--- src/rtl/prog_seq_pkg.sv ---
package prog_seq_pkg;
  localparam int unsigned TGT_W = 4;
  localparam int unsigned ARG_W = 8;
  localparam int unsigned PC_W  = 4;

  localparam logic [1:0] REG_CTRL = 2'd0;
  localparam logic [1:0] REG_MODE = 2'd1;
  localparam logic [1:0] REG_STAT = 2'd2;
  localparam logic [1:0] REG_RES  = 2'd3;

  localparam logic [TGT_W-1:0] TGT_MEM_A = TGT_W'(1);
  localparam logic [TGT_W-1:0] TGT_MEM_B = TGT_W'(2);
  localparam logic [TGT_W-1:0] TGT_CORE  = TGT_W'(3);

  typedef enum logic [2:0] {
    OP_START, OP_CONFIG, OP_COLLECT, OP_WAIT, OP_JUMP, OP_END
  } op_e;

  typedef struct packed {
    op_e              op;
    logic             bcast;
    logic [TGT_W-1:0] tgt;
    logic [ARG_W-1:0] arg;   // write data, result bit index
    logic [PC_W-1:0]  dst;   // jump label
  } instr_t;

  function automatic instr_t mk_instr(op_e op, logic bc, logic [TGT_W-1:0] tgt,
                                      logic [ARG_W-1:0] arg, logic [PC_W-1:0] dst);
    instr_t i;
    i.op = op; i.bcast = bc; i.tgt = tgt; i.arg = arg; i.dst = dst;
    return i;
  endfunction
endpackage

--- src/rtl/prog_seq_rom.sv ---
module prog_seq_rom
  import prog_seq_pkg::*;
#(
  parameter int unsigned PROG_W = 4
) (
  input  logic [PROG_W-1:0] prog_i,
  input  logic [PC_W-1:0]   pc_i,
  output instr_t            instr_o
);
  localparam logic [ARG_W-1:0] GO = ARG_W'(1);

  always_comb begin
    instr_o = mk_instr(OP_END, 1'b0, '0, '0, '0);
    case (prog_i)
      PROG_W'(0): case (pc_i) // parallel memory tests
        PC_W'(0): instr_o = mk_instr(OP_START,   1'b0, TGT_MEM_A, GO, '0);
        PC_W'(1): instr_o = mk_instr(OP_START,   1'b0, TGT_MEM_B, GO, '0);
        PC_W'(2): instr_o = mk_instr(OP_WAIT,    1'b0, TGT_MEM_A, '0, '0);
        PC_W'(3): instr_o = mk_instr(OP_WAIT,    1'b0, TGT_MEM_B, '0, '0);
        PC_W'(4): instr_o = mk_instr(OP_COLLECT, 1'b0, TGT_MEM_A, ARG_W'(0), '0);
        PC_W'(5): instr_o = mk_instr(OP_COLLECT, 1'b0, TGT_MEM_B, ARG_W'(1), '0);
        default: ;
      endcase
      PROG_W'(1): case (pc_i) // serial memory tests
        PC_W'(0): instr_o = mk_instr(OP_START,   1'b0, TGT_MEM_A, GO, '0);
        PC_W'(1): instr_o = mk_instr(OP_WAIT,    1'b0, TGT_MEM_A, '0, '0);
        PC_W'(2): instr_o = mk_instr(OP_START,   1'b0, TGT_MEM_B, GO, '0);
        PC_W'(3): instr_o = mk_instr(OP_WAIT,    1'b0, TGT_MEM_B, '0, '0);
        PC_W'(4): instr_o = mk_instr(OP_COLLECT, 1'b0, TGT_MEM_A, ARG_W'(0), '0);
        PC_W'(5): instr_o = mk_instr(OP_COLLECT, 1'b0, TGT_MEM_B, ARG_W'(1), '0);
        default: ;
      endcase
      PROG_W'(2): case (pc_i) // skip core test when memory fails
        PC_W'(0): instr_o = mk_instr(OP_CONFIG,  1'b1, '0,        GO, '0);
        PC_W'(1): instr_o = mk_instr(OP_START,   1'b0, TGT_MEM_A, GO, '0);
        PC_W'(2): instr_o = mk_instr(OP_WAIT,    1'b0, TGT_MEM_A, '0, '0);
        PC_W'(3): instr_o = mk_instr(OP_COLLECT, 1'b0, TGT_MEM_A, ARG_W'(0), '0);
        PC_W'(4): instr_o = mk_instr(OP_JUMP,    1'b0, '0,        ARG_W'(0), PC_W'(8));
        PC_W'(5): instr_o = mk_instr(OP_START,   1'b0, TGT_CORE,  GO, '0);
        PC_W'(6): instr_o = mk_instr(OP_WAIT,    1'b0, TGT_CORE,  '0, '0);
        PC_W'(7): instr_o = mk_instr(OP_COLLECT, 1'b0, TGT_CORE,  ARG_W'(2), '0);
        default: ;
      endcase
      default: ;
    endcase
  end
endmodule

--- src/rtl/prog_seq_poll_timer.sv ---
module prog_seq_poll_timer #(
  parameter int unsigned LIM_W = 16
) (
  input  logic             clk_i,
  input  logic             rst_ni,
  input  logic             run_i,
  input  logic             clear_i,
  input  logic [LIM_W-1:0] limit_i,
  output logic             expired_o
);
  logic [LIM_W-1:0] cnt_q;

  always_ff @(posedge clk_i or negedge rst_ni) begin
    if (!rst_ni)                cnt_q <= '0;
    else if (!run_i || clear_i) cnt_q <= '0;
    else if (cnt_q != '1)       cnt_q <= cnt_q + LIM_W'(1);
  end

  assign expired_o = run_i && (limit_i != '0) && (cnt_q >= limit_i - LIM_W'(1));
endmodule

--- src/rtl/prog_seq.sv ---
module prog_seq
  import prog_seq_pkg::*;
#(
  parameter int unsigned PROG_CNT = 13,
  parameter int unsigned PROG_W   = $clog2(PROG_CNT),
  parameter int unsigned LIM_W    = 16,
  parameter int unsigned RES_W    = 8
) (
  input  logic             clk_i,
  input  logic             rst_ni,
  input  logic             sel_load_i,
  input  logic [PROG_W-1:0] sel_data_i,
  input  logic [LIM_W-1:0] poll_limit_i,
  output logic             done_o,
  output logic [RES_W-1:0] result_o,
  output logic             req_valid_o,
  input  logic             req_ready_i,
  output logic             req_write_o,
  output logic             req_bcast_o,
  output logic [TGT_W-1:0] req_tgt_o,
  output logic [1:0]       req_reg_o,
  output logic [ARG_W-1:0] req_data_o,
  input  logic             rsp_valid_i,
  input  logic [ARG_W-1:0] rsp_data_i
);
  localparam int unsigned IDX_W = $clog2(RES_W);

  typedef enum logic [1:0] {ST_IDLE, ST_ISSUE, ST_RSP} st_e;

  st_e              st_q;
  logic [PROG_W-1:0] prog_q;
  logic [PC_W-1:0]  pc_q;
  logic             done_q;
  logic [RES_W-1:0] res_q;
  instr_t           instr;
  logic             run_w, in_wait, wait_hit, expired, tmo, accept, sel_ok;
  logic [IDX_W-1:0] idx;
  logic             unused_rsp;

  assign unused_rsp = ^rsp_data_i[ARG_W-1:1];

  prog_seq_rom #(.PROG_W(PROG_W)) i_rom (
    .prog_i (prog_q),
    .pc_i   (pc_q),
    .instr_o(instr)
  );

  assign run_w    = (st_q != ST_IDLE);
  assign in_wait  = run_w && (instr.op == OP_WAIT);
  assign wait_hit = in_wait && (st_q == ST_RSP) && rsp_valid_i && rsp_data_i[0];

  prog_seq_poll_timer #(.LIM_W(LIM_W)) i_timer (
    .clk_i    (clk_i),
    .rst_ni   (rst_ni),
    .run_i    (in_wait),
    .clear_i  (wait_hit),
    .limit_i  (poll_limit_i),
    .expired_o(expired)
  );

  assign tmo    = expired && !wait_hit;
  assign idx    = instr.arg[IDX_W-1:0];
  assign sel_ok = sel_load_i && ({1'b0, sel_data_i} < (PROG_W+1)'(PROG_CNT));

  always_comb begin
    req_valid_o = 1'b0;
    req_reg_o   = REG_RES;
    if (st_q == ST_ISSUE && !tmo) begin
      case (instr.op)
        OP_START, OP_CONFIG, OP_COLLECT, OP_WAIT: req_valid_o = 1'b1;
        default: ;
      endcase
    end
    case (instr.op)
      OP_START:  req_reg_o = REG_CTRL;
      OP_CONFIG: req_reg_o = REG_MODE;
      OP_WAIT:   req_reg_o = REG_STAT;
      default:   req_reg_o = REG_RES;
    endcase
  end

  assign req_write_o = (instr.op == OP_START) || (instr.op == OP_CONFIG);
  assign req_bcast_o = (instr.op == OP_CONFIG) && instr.bcast;
  assign req_tgt_o   = instr.tgt;
  assign req_data_o  = instr.arg;
  assign accept      = req_valid_o && req_ready_i;

  always_ff @(posedge clk_i or negedge rst_ni) begin
    if (!rst_ni) begin
      st_q   <= ST_IDLE;
      prog_q <= '0;
      pc_q   <= '0;
      done_q <= 1'b0;
      res_q  <= '0;
    end else begin
      case (st_q)
        ST_IDLE: if (sel_ok) begin
          prog_q <= sel_data_i;
          pc_q   <= '0;
          done_q <= 1'b0;
          res_q  <= '0;
          st_q   <= ST_ISSUE;
        end
        ST_ISSUE: if (tmo) begin
          res_q[RES_W-1] <= 1'b1;
          done_q         <= 1'b1;
          st_q           <= ST_IDLE;
        end else begin
          case (instr.op)
            OP_START, OP_CONFIG: if (accept) pc_q <= pc_q + PC_W'(1);
            OP_COLLECT, OP_WAIT: if (accept) st_q <= ST_RSP;
            OP_JUMP: pc_q <= res_q[idx] ? pc_q + PC_W'(1) : instr.dst;
            default: begin
              done_q <= 1'b1;
              st_q   <= ST_IDLE;
            end
          endcase
        end
        ST_RSP: if (tmo) begin
          res_q[RES_W-1] <= 1'b1;
          done_q         <= 1'b1;
          st_q           <= ST_IDLE;
        end else if (rsp_valid_i) begin
          st_q <= ST_ISSUE;
          if (instr.op == OP_COLLECT) begin
            res_q[idx] <= rsp_data_i[0];
            pc_q       <= pc_q + PC_W'(1);
          end else if (rsp_data_i[0]) begin
            pc_q <= pc_q + PC_W'(1);
          end
        end
        default: st_q <= ST_IDLE;
      endcase
    end
  end

  assign done_o   = done_q;
  assign result_o = res_q;
endmodule

--- config.mk ---
export PLATFORM = sky130hd
export DESIGN_NAME = prog_seq
export DESIGN_NICKNAME = d
export VERILOG_FILES = /design/src/rtl/prog_seq_pkg.sv /design/src/rtl/prog_seq_rom.sv /design/src/rtl/prog_seq_poll_timer.sv /design/src/rtl/prog_seq.sv
export SDC_FILE = /design/constraint.sdc
export NUM_CORES = 1
export LEC_CHECK = 0
export ABC_CLOCK_PERIOD_IN_PS = 8200
export CAP_MARGIN = 25
export CORE_ASPECT_RATIO = 0.9
export CORE_MARGIN = 8
export CORE_UTILIZATION = 50
export CTS_BUF_LIST = sky130_fd_sc_hd__clkbuf_2
export CTS_CLUSTER_DIAMETER = 60
export CTS_CLUSTER_SIZE = 10
export DETAILED_ROUTE_END_ITERATION = 12
export HOLD_SLACK_MARGIN = 0.03
export PLACE_DENSITY = 0.77
export RECOVER_POWER = 50
export SETUP_SLACK_MARGIN = 0.05
export SYNTH_ARGS = -nofsm -noshare
export SYNTH_HDL_FRONTEND = slang
export SYNTH_SLANG_ARGS = --single-unit
export TNS_END_PERCENT = 1
--- constraint.sdc ---
create_clock -name clk_i -period 8.2 [get_ports clk_i]
set_clock_uncertainty 0.15 [all_clocks]
set_input_delay 1.64 -clock clk_i [delete_from_list [all_inputs] [get_ports clk_i]]
set_output_delay 1.64 -clock clk_i [all_outputs]
set_load 0.05 [all_outputs]
==> impl_metrics.toml, run 1 <==
[grt]
antenna_found_initial = 0
grt_pass1_vias = 2534
grt_pass1_wl_mm = 11.6
grt_usage = 0.160
grt.overflow.total = 0
grt_max_degree = 33

[critical_path]
path_cells = "clkdlybuf4s50_1 > inv_1 > ha_1 > nor3b_2 > nand2_1 > or4_1 > nor4_1 > xnor2_1 > ha_1 > o21ai_0 > o21bai_1 > nor2_1 > a21oi_1 > nand4b_4 > nor2_1 > nor3b_1 > clkdlybuf4s50_1"
cp-end-kind = "output pin"
startpoint_type = "input pin"
r2r_setup_slack_ps = 4330
path_class = "input pin to output pin"
rr_worst_depth = 8
cp.arrival_ps = 5750
timing.critical_path.to = "req_valid_o"
max_stage_delay_ps = 720
slowest_stage = "clkdlybuf4s50_1"
cp_num_buf_inv = 3
worst-path-max-fanout = 5
required_ps = 6410
cp-startpoint = "poll_limit_i[0]"
cp_top_family = "simple AND/OR/NAND/NOR gates"
timing.rr.end = "i_timer.cnt_q[14]"
cp.depth = 17
worstReg2RegStart = "pc_q[0]"

[finish]
utilization = 0.578
drive_above_1_share = 0.0689
syn_to_final_growth_pct = 14.7
layout_commonest_cell = "clkdlybuf4s50_1"
nNetsFinal = 450
fin_area_um2 = 3460
antenna_cells_inserted = 0
layout_common_cells = "clkdlybuf4s50_1, nand2_1, nor2_1"

[place]
port_buffers = 40
placed_area_um2 = 3420
place_ws_ps = 683
place_congestion = 0.877
dp_hpwl_mm = 5.39

[synthesis]
ys_seq_area_frac = 0.266
synth_area_um2 = 3010
synth.area.top_cells = "dfrtp_1, ha_1, nand2_1, nor2_1, xor2_1"
yosysTopAreaCellShare = 0.266
avgSynthCellArea_um2 = 8.54
synth-edff-count = 0
synth_seq_cells = 32
synth_area_leader_cell = "dfrtp_1"
ys_types = 58
async_flop_share = 1.00
yosysWarnings = 0
synthFlopType = "dfrtp_1"
syn_inst = 353

[clock_tree]
cts_buffer_depth = 2
clk_pin_slew_ps = 190
cts_tree = "done"
cts_root_buf = "clkbuf_2"
numCtsBuffers = 5
cts.sinks = 32
cts_setup_buffers = 0
post_cts_resized = 0
cts.hold.buffers_added = 0
clk_latency_ps = 390
htree_levels = 2

[die]
num_rows = 27
die_area_um2 = 8770
die_w_um = 97.8
initial_core_util = 0.504
fp.coreArea_um2 = 5980
die_height_um = 89.7
ios = 59

[sta]
finalMaxSlewViolations = 33
period_needed_ps = 7540
fmax_mhz = 133
worstMarginPinSlew_ps = 1750
layout_setup_ws_ps = 657
maxSlewHeadroom = -0.170
tns_ps = 0
hold_viol = 0
rsz0062_at_grt = "false"
fin_hold_ws_ps = 390
setup_viol = 0
finalCritPeriodShare = 0.920

[run_status]
status = "finished with violations"
violations = "capacitance limit, slew limit"

[detailed_routing]
drt_iter0_drc = 161
drt_wl_total_mm = 7.02
route.vias.total = 2748
drc = 0
dr.pass1.iters = 4
vias_per_cell = 5.92
ant_nets = 0
wl_per_cell_um = 15.1

[power_and_ir_drop]
p_per_area_nw_per_um2 = 247
power_leakage_nw = 1.43
ir_drop_uv = 189

[hold_path]
hold_class = "flop to flop"

[run]
cap_violations = 1
-- where the power goes --
group | total [W] | internal (W) | switching (W)
combinational | 0.000526 | 0.000203 | 0.000323
clock | 0.000111 | 0.0000525 | 0.0000587
sequential | 0.000217 | 0.000180 | 0.0000372
-- per-stage QoR --
stage          std cells  total power, W
2_1_floorplan        363        0.000619
3_3_place_gp         456        0.000738
3_5_place_dp         456        0.000748
4_1_cts              464        0.000861
5_1_grt              464        0.000908
6_report             464        0.000854
-- synth_stat cells (5+ instances only) --
library cell	count
nand3_1	11
nor4_1	6
xnor2_1	13
xor2_1	14
ha_1	26
nor3_1	6
nand2_1	33
nor2_1	33
a21oi_1	21
o21ai_0	13
inv_1	19
and3_1	5
o211ai_1	7
buf_4	11
mux2i_1	10
dfrtp_1	32
nand4_1	8
mux2_2	9
-- cells by family (layout without fill, tap and decap cells) --
family / Yosys count / count (layout) / share of synthesized area
simple gates: 134 / 134 / 0.240
compound gates: 74 / 74 / 0.170
buf+inv: 40 / 69 / 0.0702
flops: 32 / 32 / 0.266
xor+xnor: 27 / 27 / 0.0785
fa+ha+maj: 26 / 26 / 0.108
mux: 19 / 19 / 0.0668
other cells: 1 / 11 / 0.00124
-- registers in the layout (all words and copies together) (netlist names) --
| name | cells |
|---|---|
| done_o | 1 |
| i_timer.cnt_q | 16 |
| st_q | 2 |
| result_o | 5 |
| prog_q | 4 |
| pc_q | 4 |
-- how the worst min path moves through the flow --
stage / from / endpoint / cells past startpoint
2_1_floorplan: pc_q[1] / pc_q[1] / 2
6_report: done_o / done_o / 1
5_1_grt: done_o / done_o / 1
3_3_place_gp: done_o / done_o / 1
3_5_place_dp: done_o / done_o / 1
4_1_cts: done_o / done_o / 1
-- area by class of cell --
type,count,area (µm²)
clock inverters,2,35.0
clock buffers,6,30.0
multi-input cells,291,2020
inverters,19,71.3
flip-flops and latches,32,801
well taps,72,90.1
repair buffers,42,412
fillers,545,2520
-- metal layers --
metal / track usage / part of all wire / vias to the layer above
li1: - / - / 1345
met1: 0.204 / 0.46 / 1321
met2: 0.266 / 0.47 / 80
met3: 0.0462 / 0.071 / 2
met4: 0.0297 / 0.0027 / 0
met5: 0 / 0 / -
-- worst reg2reg max path, delay by kind of cell (launching register included) --
kind                     cells  cell delay, ps
AO/OA/AOI/OAI                1             970
adder cells (fa/ha/maj)      1             420
buffers and inverters        1             120
flip-flops                   1             460
multiplexers                 1             280
AND/OR/NAND/NOR              4            1370
Note: power is estimated with default switching activity, not from simulation.
==> run 2: changes to the inputs <==
Settings changed: CORE_ASPECT_RATIO 0.9 to 0.5.
==> run 2 against run 1 <==
  * The flow still finishes with violations (capacitance limit, slew limit)
  * Combinational power barely moved
  * Final area rose by 0.18%
  * Utilization rose by 0.34 points
  * Non-clock buffer count did not move
  * Critical path depth did not move
  * Total power fell by 0.30%
  * Via count fell by 2.0%
  * Sequential share of layout area barely moved
  * Global-route usage fell by 0.061 points
  * Critical endpoint unchanged
  * Fmax barely moved
  * Cell count rose by 1.1%
  * Highest routed layer unchanged
==> impl_metrics.toml, run 2 (same netlist as run 1, synthesis figures left out) <==
[sta]
period_needed_ps = 7550
maxSlewHeadroom = -0.175
setup_viol = 0
worstMarginPinSlew_ps = 1760
fmax_mhz = 132
tns_ps = 0
rsz0062_at_grt = "false"
finalMaxSlewViolations = 33
hold_viol = 0
finalCritPeriodShare = 0.920

[critical_path]
rr_worst_depth = 8
max_stage_delay_ps = 720
cp.depth = 17
timing.rr.end = "i_timer.cnt_q[14]"
cp-startpoint = "poll_limit_i[0]"
worstReg2RegStart = "pc_q[0]"
slowest_stage = "clkdlybuf4s50_1"
path_class = "input pin to output pin"
cp_num_buf_inv = 3
r2r_setup_slack_ps = 4290
startpoint_type = "input pin"
cp_top_family = "simple AND/OR/NAND/NOR gates"
cp-end-kind = "output pin"
timing.critical_path.to = "req_valid_o"
path_cells = "clkdlybuf4s50_1 > inv_1 > ha_1 > nor3b_2 > nand2_1 > or4_1 > nor4_1 > xnor2_1 > ha_1 > o21ai_0 > o21bai_1 > nor2_1 > a21oi_1 > nand4b_4 > nor2_1 > nor3b_1 > clkdlybuf4s50_1"
cp.arrival_ps = 5760
worst-path-max-fanout = 5
required_ps = 6410

[clock_tree]
post_cts_resized = 0
cts_setup_buffers = 0
clk_pin_slew_ps = 180
clk_latency_ps = 380
cts.hold.buffers_added = 0
numCtsBuffers = 5
cts_root_buf = "clkbuf_2"
cts_buffer_depth = 2
cts.sinks = 32
htree_levels = 2
cts_tree = "done"

[finish]
layout_commonest_cell = "clkdlybuf4s50_1"
layout_common_cells = "clkdlybuf4s50_1, nand2_1, nor2_1"
nNetsFinal = 450
fillers = 519
fin_area_um2 = 3460
syn_to_final_growth_pct = 14.9
largest_reg_flops = 16
drive_above_1_share = 0.0689
antenna_cells_inserted = 0
regMostFlops = "i_timer.cnt_q"
utilization = 0.581
final-instance-count-excl-fill = 469

[detailed_routing]
drt_iter0_drc = 154
route.vias.total = 2694
dr.pass1.iters = 5
ant_nets = 0
wl_per_cell_um = 15.1
vias_per_cell = 5.74
drt_wl_total_mm = 7.08
drc = 0

[place]
dp_hpwl_mm = 5.55
placed_area_um2 = 3420
place_inst = 461
port_buffers = 40
place_congestion = 0.881

[grt]
grt_usage = 0.159
grt_pass1_wl_mm = 12.1
antenna_found_initial = 0
grt.overflow.total = 0
grt_pass1_vias = 2694
grt_max_degree = 33

[run_status]
status = "finished with violations"
violations = "capacitance limit, slew limit"

[die]
die_height_um = 70.9
num_rows = 20
initial_core_util = 0.506
die_w_um = 126
fp.coreArea_um2 = 5960
ios = 59
die_area_um2 = 8920

[power_and_ir_drop]
p_per_area_nw_per_um2 = 246
power_leakage_nw = 1.43
ir_drop_uv = 173

[run]
cap_violations = 1

[hold_path]
hold_class = "flop to flop"
-- run 2: worst min path at each step --
stage	startpoint	to	slack (ps)	cells past startpoint
floorplan	pc_q[1]	pc_q[1]	370	2
global placement	done_o	done_o	340	1
detailed placement	done_o	done_o	340	1
CTS	done_o	done_o	380	1
global route	done_o	done_o	400	1
finish	done_o	done_o	380	1
-- run 2: power by group --
part           internal, W  leakage, nW  total, W  switching, W
Combinational     0.000203        0.955  0.000529      0.000326
Clock            0.0000526       0.0430  0.000110     0.0000577
Sequential        0.000180        0.433  0.000212     0.0000319
-- run 2: layout make-up --
class                   count  area, µm²  area share
clock buffers               6       30.0     0.00867
clock inverters             2       35.0      0.0101
inverters                  19       71.3      0.0206
multi-input cells         291       2020       0.583
flip-flops and latches     32        801       0.231
well taps                  77       96.3      0.0278
repair buffers             42        412       0.119
-- run 2: through the flow --
step / worst slack, ps / total power [W] / hold slack [ps]
finish: 652 / 0.000851 / 376
global route: 337 / 0.000910 / 404
CTS: 652 / 0.000862 / 381
detailed placement: 663 / 0.000749 / 342
global placement: 738 / 0.000737 / 340
floorplan: 1340 / 0.000619 / 367
-- run 2: metal layers --
layer  vias to the layer above  global-route usage  share of wire
met3                         9              0.0352          0.055
li1                       1331                   -              -
met2                        66               0.291           0.49
met1                      1288               0.183           0.44
met5                         -                   0              0
met4                         0              0.0528          0.013
-- run 2: worst register-to-register path, stage by stage (launching register included) --
cell and delay [ps]:
dfrtp_1 450, inv_1 130, ha_1 410, nor2_1 130, mux2_2 290, o32ai_1 1040
nand2_4 120, or4_1 840, nor3_1 280
==> run 3: changes to the inputs <==
Settings changed: ABC_CLOCK_PERIOD_IN_PS 8200 to 9400, HOLD_SLACK_MARGIN 0.03 to 0.1, SETUP_SLACK_MARGIN 0.05 to not set.
Clock period 8.2 ns to 9.4 ns, I/O delays scaled along.
==> run 3 against run 2 <==
  * The flow still finishes with violations (capacitance limit, slew limit)
  * Cell count fell by 0.21%
  * Critical path depth stayed put
  * Worst setup slack better by 680 ps
  * Combinational power down 12%
  * First-iteration DRC count rose by 5.8%
  * Via count barely moved
  * Sequential power is 12% lower
  * Utilization increased by 0.19 points
==> impl_metrics.toml, run 3 (same netlist as run 1, synthesis figures left out) <==
[clock_tree]
clk_latency_ps = 390
clk_pin_slew_ps = 140
cts_root_buf = "clkbuf_2"
cts.sinks = 32
cts_setup_buffers = 0
numCtsBuffers = 5
post_cts_resized = 0
htree_levels = 2
cts.hold.buffers_added = 0
cts_tree = "done"
cts_buffer_depth = 2

[finish]
largest_reg_flops = 16
layout_commonest_cell = "clkdlybuf4s50_1"
fillers = 539
syn_to_final_growth_pct = 15.2
utilization = 0.583
regMostFlops = "i_timer.cnt_q"
antenna_cells_inserted = 0
drive_above_1_share = 0.0691
layout_common_cells = "clkdlybuf4s50_1, nand2_1, nor2_1"
nNetsFinal = 449

[critical_path]
worst-path-max-fanout = 5
cp_top_family = "simple AND/OR/NAND/NOR gates"
cp-startpoint = "poll_limit_i[0]"
cp_num_buf_inv = 3
path_class = "input pin to output pin"
cp-end-kind = "output pin"
required_ps = 7370
worstReg2RegStart = "pc_q[0]"
max_stage_delay_ps = 720
slowest_stage = "clkdlybuf4s50_1"
path_cells = "clkdlybuf4s50_1 > inv_1 > ha_1 > nor3b_2 > nand2_1 > or4_1 > nor4_1 > xnor2_1 > ha_1 > o21ai_0 > o21bai_1 > nor2_1 > a21oi_1 > nand4b_4 > nor2_1 > nor3b_1 > clkdlybuf4s50_1"
startpoint_type = "input pin"
cp.arrival_ps = 6040

[sta]
fmax_mhz = 124
fin_hold_ws_ps = 372
finalMaxSlewViolations = 33
hold_viol = 0
setup_viol = 0
finalCritPeriodShare = 0.859
tns_ps = 0
layout_setup_ws_ps = 1330
worstMarginPinSlew_ps = 1720
maxSlewHeadroom = -0.144
rsz0062_at_grt = "false"
period_needed_ps = 8070

[grt]
grt_usage = 0.158
grt_pass1_wl_mm = 12.0
grt_pass1_vias = 2687
grt.overflow.total = 0
grt_max_degree = 33
antenna_found_initial = 0

[place]
place_congestion = 0.917
port_buffers = 40
dp_hpwl_mm = 5.51
place_ws_ps = 1370

[power_and_ir_drop]
ir_drop_uv = 164
switchingPower_w = 0.000365
p_seq_frac = 0.251
power_w = 0.000746
power_leakage_nw = 1.43
pwr-share-comb = 0.622
swShare = 0.489
internal_power_w = 0.000381
clockPowerShare = 0.127
p_per_area_nw_per_um2 = 215

[detailed_routing]
route.vias.total = 2692
ant_nets = 0
vias_per_cell = 5.75
drt_iter0_drc = 163
drt_wl_total_mm = 7.00
wl_per_cell_um = 15.0
dr.pass1.iters = 4
drc = 0

[hold_path]
min_from = "done_o"
hold_class = "flop to flop"

[die]
die_height_um = 70.9
die_area_um2 = 8920
initial_core_util = 0.506
num_rows = 20
ios = 59
die_w_um = 126
fp.coreArea_um2 = 5960

[run]
cap_violations = 1

[run_status]
violations = "capacitance limit, slew limit"
status = "finished with violations"
[run 3: final cells by class]
type                    instances  area [µm²]  area share
flip-flops and latches         32         801       0.231
inverters                      19        71.3      0.0205
clock buffers                   6        30.0     0.00865
well taps                      77        96.3      0.0277
repair buffers                 41         404       0.116
multi-input cells             291        2040       0.586
clock inverters                 2        35.0      0.0101
[run 3: worst reg2reg max path, stage by stage (launching register included)]
cell and delay [ps]:
dfrtp_1 430, inv_1 100, ha_1 340, nor2b_1 190
or4b_1 560, a22oi_2 250, nand2_1 200, nor4_1 400
a2bb2oi_1 360, nor2_1 100, mux2_2 270
[run 3: metrics by stage]
stage               cells  instance area (µm²)
global route          468                 3470
detailed placement    460                 3420
CTS                   468                 3480
finish                468                 3470
floorplan             363                 3050
global placement      460                 3420
[run 3: worst paths after layout]
check,endpoint,slack (ps),depth (start not counted)
setup / recovery,req_valid_o,1330,17
hold / removal,done_o,370,1
setup reg to reg,pc_q[0],5960,10
hold reg to reg,done_o,370,1
max in group asynchronous,done_o,5790,2
min in group asynchronous,prog_q[1],2290,2
[run 3: power groups by stage]
stage | clock network [W] | registers [W] | logic, W
finish | 0.0000947 | 0.000187 | 0.000464
CTS | 0.0000969 | 0.000187 | 0.000465
global route | 0.000104 | 0.000191 | 0.000505
global placement | 0 | 0.000188 | 0.000453
floorplan | 0 | 0.000184 | 0.000356
detailed placement | 0 | 0.000190 | 0.000462
[run 3: metal layers]
layer | global-route usage | share of wire | vias up
li1 | - | - | 1331
met2 | 0.284 | 0.49 | 59
met3 | 0.0352 | 0.045 | 12
met1 | 0.180 | 0.45 | 1290
met4 | 0.0621 | 0.012 | 0
met5 | 0 | 0 | -
